<file path="src/rtl/rcmd_pkg.sv">
package rcmd_pkg;
  localparam int QW       = 32;
  localparam int IDW      = 6;
  localparam int PFW      = 4;
  localparam int ID_LSB   = 24;
  localparam int TYPE_LSB = 18;
  localparam int PORT_LSB = 11;
  localparam int STAT_LSB = 4;
  localparam int OK_BIT   = 3;
  localparam logic [3:0] TYPE_REQ = 4'h8;
  localparam logic [3:0] TYPE_RSP = 4'hA;

  typedef enum logic [2:0] {
    CMD_NOP     = 3'd0,
    CMD_DISABLE = 3'd1,
    CMD_SUSPEND = 3'd2,
    CMD_RSV3    = 3'd3,
    CMD_CLRFLT  = 3'd4,
    CMD_ENABLE  = 3'd5,
    CMD_RESUME  = 3'd6,
    CMD_RSV7    = 3'd7
  } cmd_e;

  typedef enum logic [2:0] {
    ST_IDLE   = 3'd0,
    ST_FIRE   = 3'd1,
    ST_FIRE2  = 3'd2,
    ST_SAMPLE = 3'd3,
    ST_HOLD   = 3'd4
  } st_e;

  typedef struct packed {
    logic [PFW-1:0] port;
    cmd_e           cmd;
    logic           ok;
  } req_t;
endpackage

</file>
<file path="src/rtl/rcmd_check.sv">
// Combinational screening and field extraction of a received packet.
module rcmd_check
  import rcmd_pkg::*;
#(
  parameter int NPORT = 3
) (
  input  logic [QW-1:0]  q0,
  input  logic [QW-1:0]  q1,
  input  logic [IDW-1:0] local_id,
  output logic           take,
  output req_t           req
);
  localparam logic [PFW-1:0] PORT_LIM = PFW'(NPORT);

  logic inv_ok, id_ok, type_ok, port_ok, cmd_ok;

  always_comb begin
    inv_ok   = (q1 == ~q0);
    id_ok    = (q0[ID_LSB +: IDW] == local_id);
    type_ok  = (q0[TYPE_LSB +: 4] == TYPE_REQ);
    take     = inv_ok && id_ok && type_ok;
    req.port = q0[PORT_LSB +: PFW];
    req.cmd  = cmd_e'(q0[2:0]);
    port_ok  = (req.port < PORT_LIM);
    cmd_ok   = (req.cmd != CMD_RSV3) && (req.cmd != CMD_RSV7);
    req.ok   = port_ok && cmd_ok;
  end
endmodule

</file>
<file path="src/rtl/rcmd_ctrl.sv">
// Sequencer: latches one command, fires its pulses, then waits for handshake.
module rcmd_ctrl
  import rcmd_pkg::*;
#(
  parameter int NPORT = 3
) (
  input  logic             clk,
  input  logic             rst_n,
  input  logic             rx_valid,
  input  logic             take,
  input  req_t             req_in,
  input  logic             cf_done,
  output req_t             req_q,
  output logic             sample_en,
  output logic [NPORT-1:0] act_notify,
  output logic [NPORT-1:0] act_disable,
  output logic [NPORT-1:0] act_suspend,
  output logic [NPORT-1:0] act_clear_fault,
  output logic [NPORT-1:0] act_enable,
  output logic [NPORT-1:0] act_resume
);
  st_e  st_q, st_d;
  logic load;

  assign load = (st_q == ST_IDLE) && rx_valid && take;

  always_comb begin
    st_d = st_q;
    unique case (st_q)
      ST_IDLE:   if (load) st_d = ST_FIRE;
      ST_FIRE:   st_d = (req_q.ok && req_q.cmd == CMD_DISABLE) ? ST_FIRE2 : ST_SAMPLE;
      ST_FIRE2:  st_d = ST_SAMPLE;
      ST_SAMPLE: st_d = ST_HOLD;
      ST_HOLD:   if (cf_done) st_d = ST_IDLE;
      default:   st_d = ST_IDLE;
    endcase
  end

  always_ff @(posedge clk or negedge rst_n) begin
    if (!rst_n) begin
      st_q  <= ST_IDLE;
      req_q <= '0;
    end else begin
      st_q <= st_d;
      if (load) req_q <= req_in;
    end
  end

  assign sample_en = (st_q == ST_SAMPLE);

  for (genvar i = 0; i < NPORT; i++) begin : g_port
    logic hit, fire;
    assign hit  = req_q.ok && (req_q.port == PFW'(i));
    assign fire = hit && (st_q == ST_FIRE);
    assign act_notify[i]      = fire && (req_q.cmd == CMD_DISABLE);
    assign act_disable[i]     = hit && (st_q == ST_FIRE2);
    assign act_suspend[i]     = fire && (req_q.cmd == CMD_SUSPEND);
    assign act_clear_fault[i] = fire && (req_q.cmd == CMD_CLRFLT);
    assign act_enable[i]      = fire && (req_q.cmd == CMD_ENABLE);
    assign act_resume[i]      = fire && (req_q.cmd == CMD_RESUME);
  end
endmodule

</file>
<file path="src/rtl/rcmd_confirm.sv">
// Builds and holds the confirmation packet.
module rcmd_confirm
  import rcmd_pkg::*;
#(
  parameter int NPORT = 3
) (
  input  logic             clk,
  input  logic             rst_n,
  input  logic             sample_en,
  input  req_t             req_q,
  input  logic [IDW-1:0]   local_id,
  input  logic [NPORT-1:0] port_fault,
  input  logic [NPORT-1:0] port_conn,
  input  logic [NPORT-1:0] port_bias,
  input  logic [NPORT-1:0] port_dis,
  input  logic             cf_ready,
  output logic             cf_valid,
  output logic             cf_done,
  output logic [QW-1:0]    cf_q0,
  output logic [QW-1:0]    cf_q1
);
  logic [3:0]    stat_sel;
  logic [QW-1:0] q0_d;
  logic          valid_d;

  always_comb begin
    stat_sel = 4'b0000;
    for (int i = 0; i < NPORT; i++) begin
      if (req_q.port == PFW'(i))
        stat_sel = {port_fault[i], port_conn[i], port_bias[i], port_dis[i]};
    end
    q0_d                    = '0;
    q0_d[ID_LSB +: IDW]     = local_id;
    q0_d[TYPE_LSB +: 4]     = TYPE_RSP;
    q0_d[PORT_LSB +: PFW]   = req_q.port;
    q0_d[STAT_LSB +: 4]     = stat_sel;
    q0_d[OK_BIT]            = req_q.ok;
    q0_d[2:0]               = req_q.cmd;
  end

  assign cf_done = cf_valid && cf_ready;

  always_comb begin
    valid_d = cf_valid;
    if (sample_en)    valid_d = 1'b1;
    else if (cf_done) valid_d = 1'b0;
  end

  always_ff @(posedge clk or negedge rst_n) begin
    if (!rst_n) begin
      cf_valid <= 1'b0;
      cf_q0    <= '0;
      cf_q1    <= '0;
    end else begin
      cf_valid <= valid_d;
      if (sample_en) begin
        cf_q0 <= q0_d;
        cf_q1 <= ~q0_d;
      end
    end
  end
endmodule

</file>
<file path="src/rtl/rcmd_responder.sv">
module rcmd_responder
  import rcmd_pkg::*;
#(
  parameter int NPORT = 3
) (
  input  logic             clk,
  input  logic             rst_n,
  input  logic             rx_valid,
  input  logic [31:0]      rx_q0,
  input  logic [31:0]      rx_q1,
  input  logic [5:0]       local_id,
  input  logic [NPORT-1:0] port_fault,
  input  logic [NPORT-1:0] port_conn,
  input  logic [NPORT-1:0] port_bias,
  input  logic [NPORT-1:0] port_dis,
  output logic [NPORT-1:0] act_notify,
  output logic [NPORT-1:0] act_disable,
  output logic [NPORT-1:0] act_suspend,
  output logic [NPORT-1:0] act_clear_fault,
  output logic [NPORT-1:0] act_enable,
  output logic [NPORT-1:0] act_resume,
  output logic             cf_valid,
  input  logic             cf_ready,
  output logic [31:0]      cf_q0,
  output logic [31:0]      cf_q1
);
  logic take, sample_en, cf_done;
  req_t req_in, req_q;

  rcmd_check #(.NPORT(NPORT)) check_i (
    .q0(rx_q0), .q1(rx_q1), .local_id(local_id),
    .take(take), .req(req_in)
  );

  rcmd_ctrl #(.NPORT(NPORT)) ctrl_i (
    .clk(clk), .rst_n(rst_n), .rx_valid(rx_valid), .take(take),
    .req_in(req_in), .cf_done(cf_done), .req_q(req_q), .sample_en(sample_en),
    .act_notify(act_notify), .act_disable(act_disable),
    .act_suspend(act_suspend), .act_clear_fault(act_clear_fault),
    .act_enable(act_enable), .act_resume(act_resume)
  );

  rcmd_confirm #(.NPORT(NPORT)) confirm_i (
    .clk(clk), .rst_n(rst_n), .sample_en(sample_en), .req_q(req_q),
    .local_id(local_id), .port_fault(port_fault), .port_conn(port_conn),
    .port_bias(port_bias), .port_dis(port_dis), .cf_ready(cf_ready),
    .cf_valid(cf_valid), .cf_done(cf_done), .cf_q0(cf_q0), .cf_q1(cf_q1)
  );
endmodule

</file>
<file path="config.mk">
export PLATFORM = sky130hd
export DESIGN_NAME = rcmd_responder
export DESIGN_NICKNAME = d
export VERILOG_FILES = /design/src/rtl/rcmd_pkg.sv /design/src/rtl/rcmd_check.sv /design/src/rtl/rcmd_ctrl.sv /design/src/rtl/rcmd_confirm.sv /design/src/rtl/rcmd_responder.sv
export SDC_FILE = /design/constraint.sdc
export NUM_CORES = 1
export LEC_CHECK = 0
export BUFFER_PORTS_ARGS = -buffer_cell sky130_fd_sc_hd__buf_2
export CAP_MARGIN = 20
export CORE_MARGIN = 1.5
export CORE_UTILIZATION = 34
export DETAILED_ROUTE_END_ITERATION = 10
export PLACE_DENSITY = 0.65
export SYNTH_ARGS = -nofsm -noshare
export SYNTH_HDL_FRONTEND = slang
export SYNTH_HIERARCHICAL = 1
export SYNTH_SLANG_ARGS = --single-unit
</file>
<file path="constraint.sdc">
create_clock -name clk -period 2 [get_ports clk]
set_input_delay 0.4 -clock clk [delete_from_list [all_inputs] [get_ports clk]]
set_output_delay 0.4 -clock clk [all_outputs]
set_load 0.01 [all_outputs]
</file>
# Word level (Yosys, flattened, before mapping)
# Cells that the tools add are included.
[word_totals]
regBits = 64
in_bits = 86
output_inout_bits = 83
[classes]
order_cmp = 1
n_eq_ne = 18
muxes = 9
n_bitwise = 2
reduce_logical = 36
[op_table]
columns = ["cell", "count"]
rows = [
  ["$eq 32x32->1", 1],
  ["$logic_and 1x1->1", 32],
  ["$not 30->32", 1],
  ["$not 32->32", 1],
  ["$pmux 3 s5", 1],
  ["$eq 3x3->1 const B", 4],
  ["$mux 4", 3],
  ["$eq 3x2->1 const B", 3],
  ["$eq 3x1->1 const B", 2],
  ["$eq 6x6->1", 1],
  ["$mux 3", 2],
  ["$eq 4x1->1 const B", 1],
  ["$eq 4x2->1 const B", 1],
  ["$eq 4x4->1 const B", 1],
  ["$logic_not 4->1", 1],
  ["$lt 4x2->1 const B", 1],
  ["$logic_not 3->1", 1],
  ["$mux 1", 3],
  ["$ne 3x2->1 const B", 1],
  ["$ne 3x3->1 const B", 1],
  ["$ne 2x1->1 const B", 1],
  ["$ne 2x2->1 const B", 1],
  ["$reduce_and 2->1", 1],
  ["$reduce_bool 2->1", 1],
]

# Logic depth before layout (Yosys ltp)
[depth]
depth_word = 7
depth_mapped = 7

# By module
# Netlist, hierarchy kept.
[modules_own_cells]
columns = ["mod", "n_inst", "cells_per_inst", "area_each_um2", "seq_area_each_um2"]
rows = [
  ["rcmd_confirm", 1, 149, 1686.6, 950.9],
  ["rcmd_ctrl", 1, 68, 671.9, 275.3],
  ["rcmd_check", 1, 62, 478.0, 0.0],
]

# Worst setup path before layout
# Ideal clock, no wire load.
[synth_timing]
kind = "input-to-reg"
startpoint = "in rx_q0[19]"
endpoint = "reg ctrl_i/req_q[0] (netlist name)"
setup_time_ns = 0.125
t_arrival_ns = 2.066
required_time_ns = 1.875
path_slack_ns = -0.191
path_stages = 7
n_path_buf = 0
cell_sequence = "nand4bb_1 nor4b_1 nand4_1 nor4b_2 nand2_1 nor4_4 mux2_2"
[synth_between]
elab_chain_cells = 5
word_cells_on_any_way = 6
[synth_lines]
columns = ["item", "line", "text"]
rows = [
  ["start: declaration", "rcmd_responder.sv:9", "input logic [31:0] rx_q0,"],
  ["$not 32->32", "rcmd_check.sv:18", "inv_ok = (q1 == ~q0);"],
  ["$eq 32x32->1", "rcmd_check.sv:18", ""],
  ["$logic_and 1x1->1", "rcmd_check.sv:21", "take = inv_ok && id_ok && type_ok;"],
  ["$logic_and 1x1->1 *", "rcmd_check.sv:21", ""],
  ["net take", "rcmd_responder.sv:27", "logic take, sample_en, cf_done;"],
  ["$logic_and 1x1->1 *", "rcmd_ctrl.sv:25", "assign load = (st_q == ST_IDLE) && rx_valid && take;"],
]
# Mark *: on every way through the listed nets, which the timed path passes. The rest lies on a longest branch.
# A chain may end at the register's enable or synchronous reset.

# Final worst setup path
[layout_timing]
startpoint = "reg ctrl_i/req_q[7] (netlist name)"
endpoint = "out act_enable[0]"
[layout_between]
elab_chain_cells = 4
[layout_lines]
columns = ["item", "line", "text"]
rows = [
  ["$logic_not 4->1", "rcmd_ctrl.sv:53", "assign hit = req_q.ok && (req_q.port == PFW'(i));"],
  ["$logic_and 1x1->1", "rcmd_ctrl.sv:53", ""],
  ["$logic_and 1x1->1", "rcmd_ctrl.sv:54", "assign fire = hit && (st_q == ST_FIRE);"],
  ["$logic_and 1x1->1", "rcmd_ctrl.sv:59", "assign act_enable[i] = fire && (req_q.cmd == CMD_ENABLE);"],
  ["end: declaration", "rcmd_responder.sv:20", "output logic [NPORT-1:0] act_enable,"],
]
# No other way between the ends.

==> impl_results.rst <==
.. list-table::
   :header-rows: 1

   * - Metric
     - Value
   * - Post-place instance area
     - 3700 µm²
   * - Max frequency
     - 0.490 GHz
   * - Final hold vios
     - 0
   * - Layout net count
     - approximately 530
   * - Sinks on Clock Net
     - 49
   * - Delay contributed by the slowest stage of the critical path
     - 0.45 ns
   * - Area inside the core boundary
     - 8130 µm²
   * - Netlist area before placement
     - between 2000 and 3000 µm²
   * - Final critical-path share of the clock period
     - 102%
   * - Total leakage power
     - ~2.1 nW
   * - Initial detailed-routing violation count
     - 42
   * - Total detailed-routing wirelength
     - around 7.4 mm
   * - Effective utilization at floorplan
     - 34.9%
   * - Mean Syn Cell Area
     - 10.2 µm²
   * - CTS root buffer
     - sky130_fd_sc_hd__clkbuf_8
   * - Worst supply voltage drop on vdd
     - about 0.00025 V
   * - Ant. Diodes
     - 0
   * - Transition at the pin with the smallest max-transition slack
     - ~0.62 ns
   * - Violations in the final reports
     - setup timing
   * - Final critical-path required period
     - between 2 and 2.5 ns
   * - Area of all placed cells without fillers
     - 4000 µm²
   * - Worst hold-check path type
     - input pin to async pin
   * - Placed wire-length estimate after detailed placement
     - around 5.6 mm
   * - Die width
     - between 90 and 100 µm
   * - Overall Global Routing Usage
     - between 10% and 20%
   * - Critical path fanouts, max
     - 8
   * - Routed wirelength normalized by instance count
     - 13.5 µm
   * - IO Count
     - 169
   * - Fraction of layout instances using a drive strength above 1
     - a little over half
   * - Post-Synthesis Cells
     - 279
   * - Slew headroom
     - 58.4%
   * - Type of the worst setup path
     - flop to output port
   * - Data arrival at the endpoint of the critical path
     - about 1.6 ns
   * - Clock H-tree levels
     - 2
   * - Most instantiated flip-flop cell in the synthesis netlist
     - sky130_fd_sc_hd__dfrtp_1
   * - Max-capacitance violation count
     - 0
   * - Final GP Congestion
     - roughly 0.74
   * - First-pass GRT wire length
     - about 11 mm
   * - Cell-by-cell listing of the critical path
     - nor4b_4 > nand2_2 > nor4_1 > buf_2
   * - Core utilization of the finished layout
     - between 40% and 50%
   * - Number of synthesized flops with an enable pin
     - 0
   * - Hold slack final
     - 0.191 ns
   * - Placed Cells incl. Taps
     - ~540
   * - Number of antenna violations at the first check in global routing
     - 0
   * - Slowest library cell on the worst path
     - sky130_fd_sc_hd__dfrtp_2
   * - Total congestion overflow
     - 0
   * - Clock transition at the register clock pins on the worst setup and hold paths after CTS
     - approximately 0.090 ns
   * - Die ar.
     - about 8900 µm²
   * - RSZ-0062 raised after global routing
     - true
   * - Capturing element type of the critical path
     - output port
   * - Setup slack after placement
     - -0.461 ns
   * - Required time of the critical path
     - ~1.6 ns
   * - Worst skew pair latency
     - about 0.30 ns
   * - CTS hold repair buffers
     - 0
   * - #FFs+latches synth
     - just under 50
   * - Count of buffers from port buffering
     - approximately 150
   * - Final Setup Violations
     - 12
   * - Number of warnings issued by yosys
     - 6
   * - Fillers
     - approximately 800
   * - Total CTS buffers
     - 5
   * - Post-synth ARST share
     - 100%
   * - Sequential fraction of the synthesis area
     - ~43%
   * - CP Launch Type
     - flop
   * - Unique cell type count in the Yosys netlist
     - 39
   * - Routed Antenna Nets
     - 0
   * - Run status
     - finished, violations left
   * - Total design power
     - 1.98 mW
   * - Total via count in the routed design
     - 2549
   * - Row cnt
     - 33
   * - Number of vias per cell after detailed routing
     - roughly 4.7
   * - Via count of the first global-routing pass
     - roughly 2.4k
   * - Maximum buffer depth of the clock tree
     - 2
   * - Largest net degree at the start of global routing
     - 50
   * - PnR worst setup slack
     - -0.0391 ns
   * - Clock tree from TritonCTS
     - done
   * - P&R area growth vs syn
     - 41.2%
   * - TritonRoute pass-1 iters
     - 4
   * - Number of max-slew violations in the final report
     - 0
   * - Setup Skew
     - between 0.006 and 0.007 ns
   * - Setup TNS Final
     - -0.244 ns
   * - Residual DRC count
     - 0
   * - Die boundary height
     - between 90 and 100 µm
   * - Fin cells
     - about 550
   * - Power density over the cells
     - around 490 nW/µm²
-- synthesized netlist by cell type (2+ instances only) --
library cell / n / share of area [%]
sky130_fd_sc_hd__mux2_2: 22 / 8.7
sky130_fd_sc_hd__a31oi_1: 5 / 1.1
sky130_fd_sc_hd__nor3b_1: 3 / 0.79
sky130_fd_sc_hd__buf_4: 36 / 9.5
sky130_fd_sc_hd__nor2_1: 14 / 1.9
sky130_fd_sc_hd__o21ai_0: 19 / 3.4
sky130_fd_sc_hd__dfrtp_1: 49 / 43
sky130_fd_sc_hd__a211o_2: 2 / 0.71
sky130_fd_sc_hd__a32o_1: 4 / 1.4
sky130_fd_sc_hd__xor2_1: 2 / 0.62
sky130_fd_sc_hd__nor4b_1: 3 / 0.93
sky130_fd_sc_hd__nor2b_1: 4 / 0.88
sky130_fd_sc_hd__nand2b_1: 3 / 0.66
sky130_fd_sc_hd__clkbuf_1: 6 / 0.79
sky130_fd_sc_hd__nand4_1: 2 / 0.44
sky130_fd_sc_hd__xnor2_1: 26 / 8.0
sky130_fd_sc_hd__nand3b_1: 4 / 1.1
sky130_fd_sc_hd__a211o_1: 4 / 1.2
sky130_fd_sc_hd__a21oi_1: 2 / 0.35
sky130_fd_sc_hd__inv_1: 7 / 0.93
sky130_fd_sc_hd__nor4_2: 2 / 0.88
sky130_fd_sc_hd__nor4_1: 8 / 1.8
sky130_fd_sc_hd__or2_2: 2 / 0.44
sky130_fd_sc_hd__nand2_1: 24 / 3.2
sky130_fd_sc_hd__buf_6: 2 / 0.79
sky130_fd_sc_hd__nor3_1: 11 / 1.9
-- cell type report --
type | count | area (µm²) | share of cell area, %
clock buffer | 6 | 82.6 | 2.06
clock inverter | 2 | 37.5 | 0.938
inverter | 7 | 26.3 | 0.656
multi-input combinational | 191 | 1420 | 35.4
sequential | 49 | 1230 | 30.7
tap | 105 | 131 | 3.28
timing repair buffer | 186 | 1080 | 26.9
-- kinds of logic after synthesis --
logic type             count (synthesis)  share of synthesized area [%]
AND/OR/NAND/NOR                       89                           18.3
buffers and inverters                 52                           12.2
flip-flops                            49                           43.2
AO/OA/AOI/OAI                         38                           8.78
XOR/XNOR                              28                           8.65
multiplexers                          22                           8.73
other                                  1                          0.132
-- repair_timing --
action                     in CTS  in global routing
setup buffers                   2                  0
gates resized for setup        19                 14
setup endpoints to repair      24                 22
pin swaps                       7                  3
hold endpoints to repair        0                  0
-- critical path: cells and delay by family (launching register included) --
family,cells,cell delay (ns)
AND/OR/NAND/NOR,3,0.73
flip-flops,1,0.45
buffers and inverters,1,0.17
-- report_power, final --
group / internal [mW] / switching [mW] / leakage [nW] / total [mW]
clock network: 0.407 / 0.333 / 0.0574 / 0.740
registers: 0.990 / 0.00000000000309 / 0.628 / 0.990
logic: 0.139 / 0.110 / 1.40 / 0.250
-- sequential cells by signal, summed over array words and instances, names as in the netlist --
signal,flops
confirm_i/cf_q0,19
confirm_i/cf_q1,18
confirm_i/cf_valid,1
ctrl_i/req_q,8
ctrl_i/st_q,3
-- final timing paths --
check	start	cells after the start	endpoint	slack, ns
setup / recovery	ctrl_i/req_q[7]	4	act_enable[0]	-0.04
hold / removal	rst_n	2	confirm_i/cf_q0[24]	0.19
setup reg to reg	ctrl_i/st_q[2]	5	confirm_i/cf_q0[7]	0.36
hold reg to reg	confirm_i/cf_q1[12]	2	confirm_i/cf_q1[12]	0.49
max in group asynchronous	rst_n	2	ctrl_i/st_q[2]	1.36
min in group clk	cf_ready	2	confirm_i/cf_valid	0.30
-- layout by cell type, fill, tap and decap left out, types with 2 or more instances in the layout --
cell type                  netlist  routed
sky130_fd_sc_hd__nand4_1         2       2
sky130_fd_sc_hd__or2_2           2       2
sky130_fd_sc_hd__mux2_2         22      14
sky130_fd_sc_hd__inv_1           7       7
sky130_fd_sc_hd__nand2_2         1       2
sky130_fd_sc_hd__a21oi_1         2       2
sky130_fd_sc_hd__nor3b_2         0       2
sky130_fd_sc_hd__nor4_2          2       5
sky130_fd_sc_hd__mux2_4          0       8
sky130_fd_sc_hd__a31oi_1         5       5
sky130_fd_sc_hd__buf_6           2      11
sky130_fd_sc_hd__nand2b_1        3       3
sky130_fd_sc_hd__nor4_1          8       5
sky130_fd_sc_hd__buf_4          36      31
sky130_fd_sc_hd__xnor2_1        26      25
sky130_fd_sc_hd__a211o_2         2       2
sky130_fd_sc_hd__nor2b_1         4       4
sky130_fd_sc_hd__o21ai_0        19      19
sky130_fd_sc_hd__nor2_1         14      14
sky130_fd_sc_hd__dfrtp_2         0       3
sky130_fd_sc_hd__a32o_1          4       4
sky130_fd_sc_hd__conb_1          1      14
sky130_fd_sc_hd__clkbuf_8        0       6
sky130_fd_sc_hd__buf_2           1     144
sky130_fd_sc_hd__xor2_1          2       2
sky130_fd_sc_hd__nor4b_4         0       2
sky130_fd_sc_hd__nand2_1        24      23
sky130_fd_sc_hd__nor3_2          1       2
sky130_fd_sc_hd__a211o_1         4       4
sky130_fd_sc_hd__dfrtp_1        49      46
sky130_fd_sc_hd__nor3_1         11      10
sky130_fd_sc_hd__nand3b_1        4       4
-- per-layer routing --
| metal | vias to the layer above | GRT usage, % | share of wire, % |
|---|---|---|---|
| li1 | 1245 | - | - |
| met1 | 1201 | 21.3 | 44 |
| met2 | 94 | 28.7 | 50 |
| met3 | 9 | 3.14 | 5.7 |
| met4 | 0 | 4.23 | 0.99 |
| met5 | - | 0 | 0 |
(Power assumes the default switching activity.)
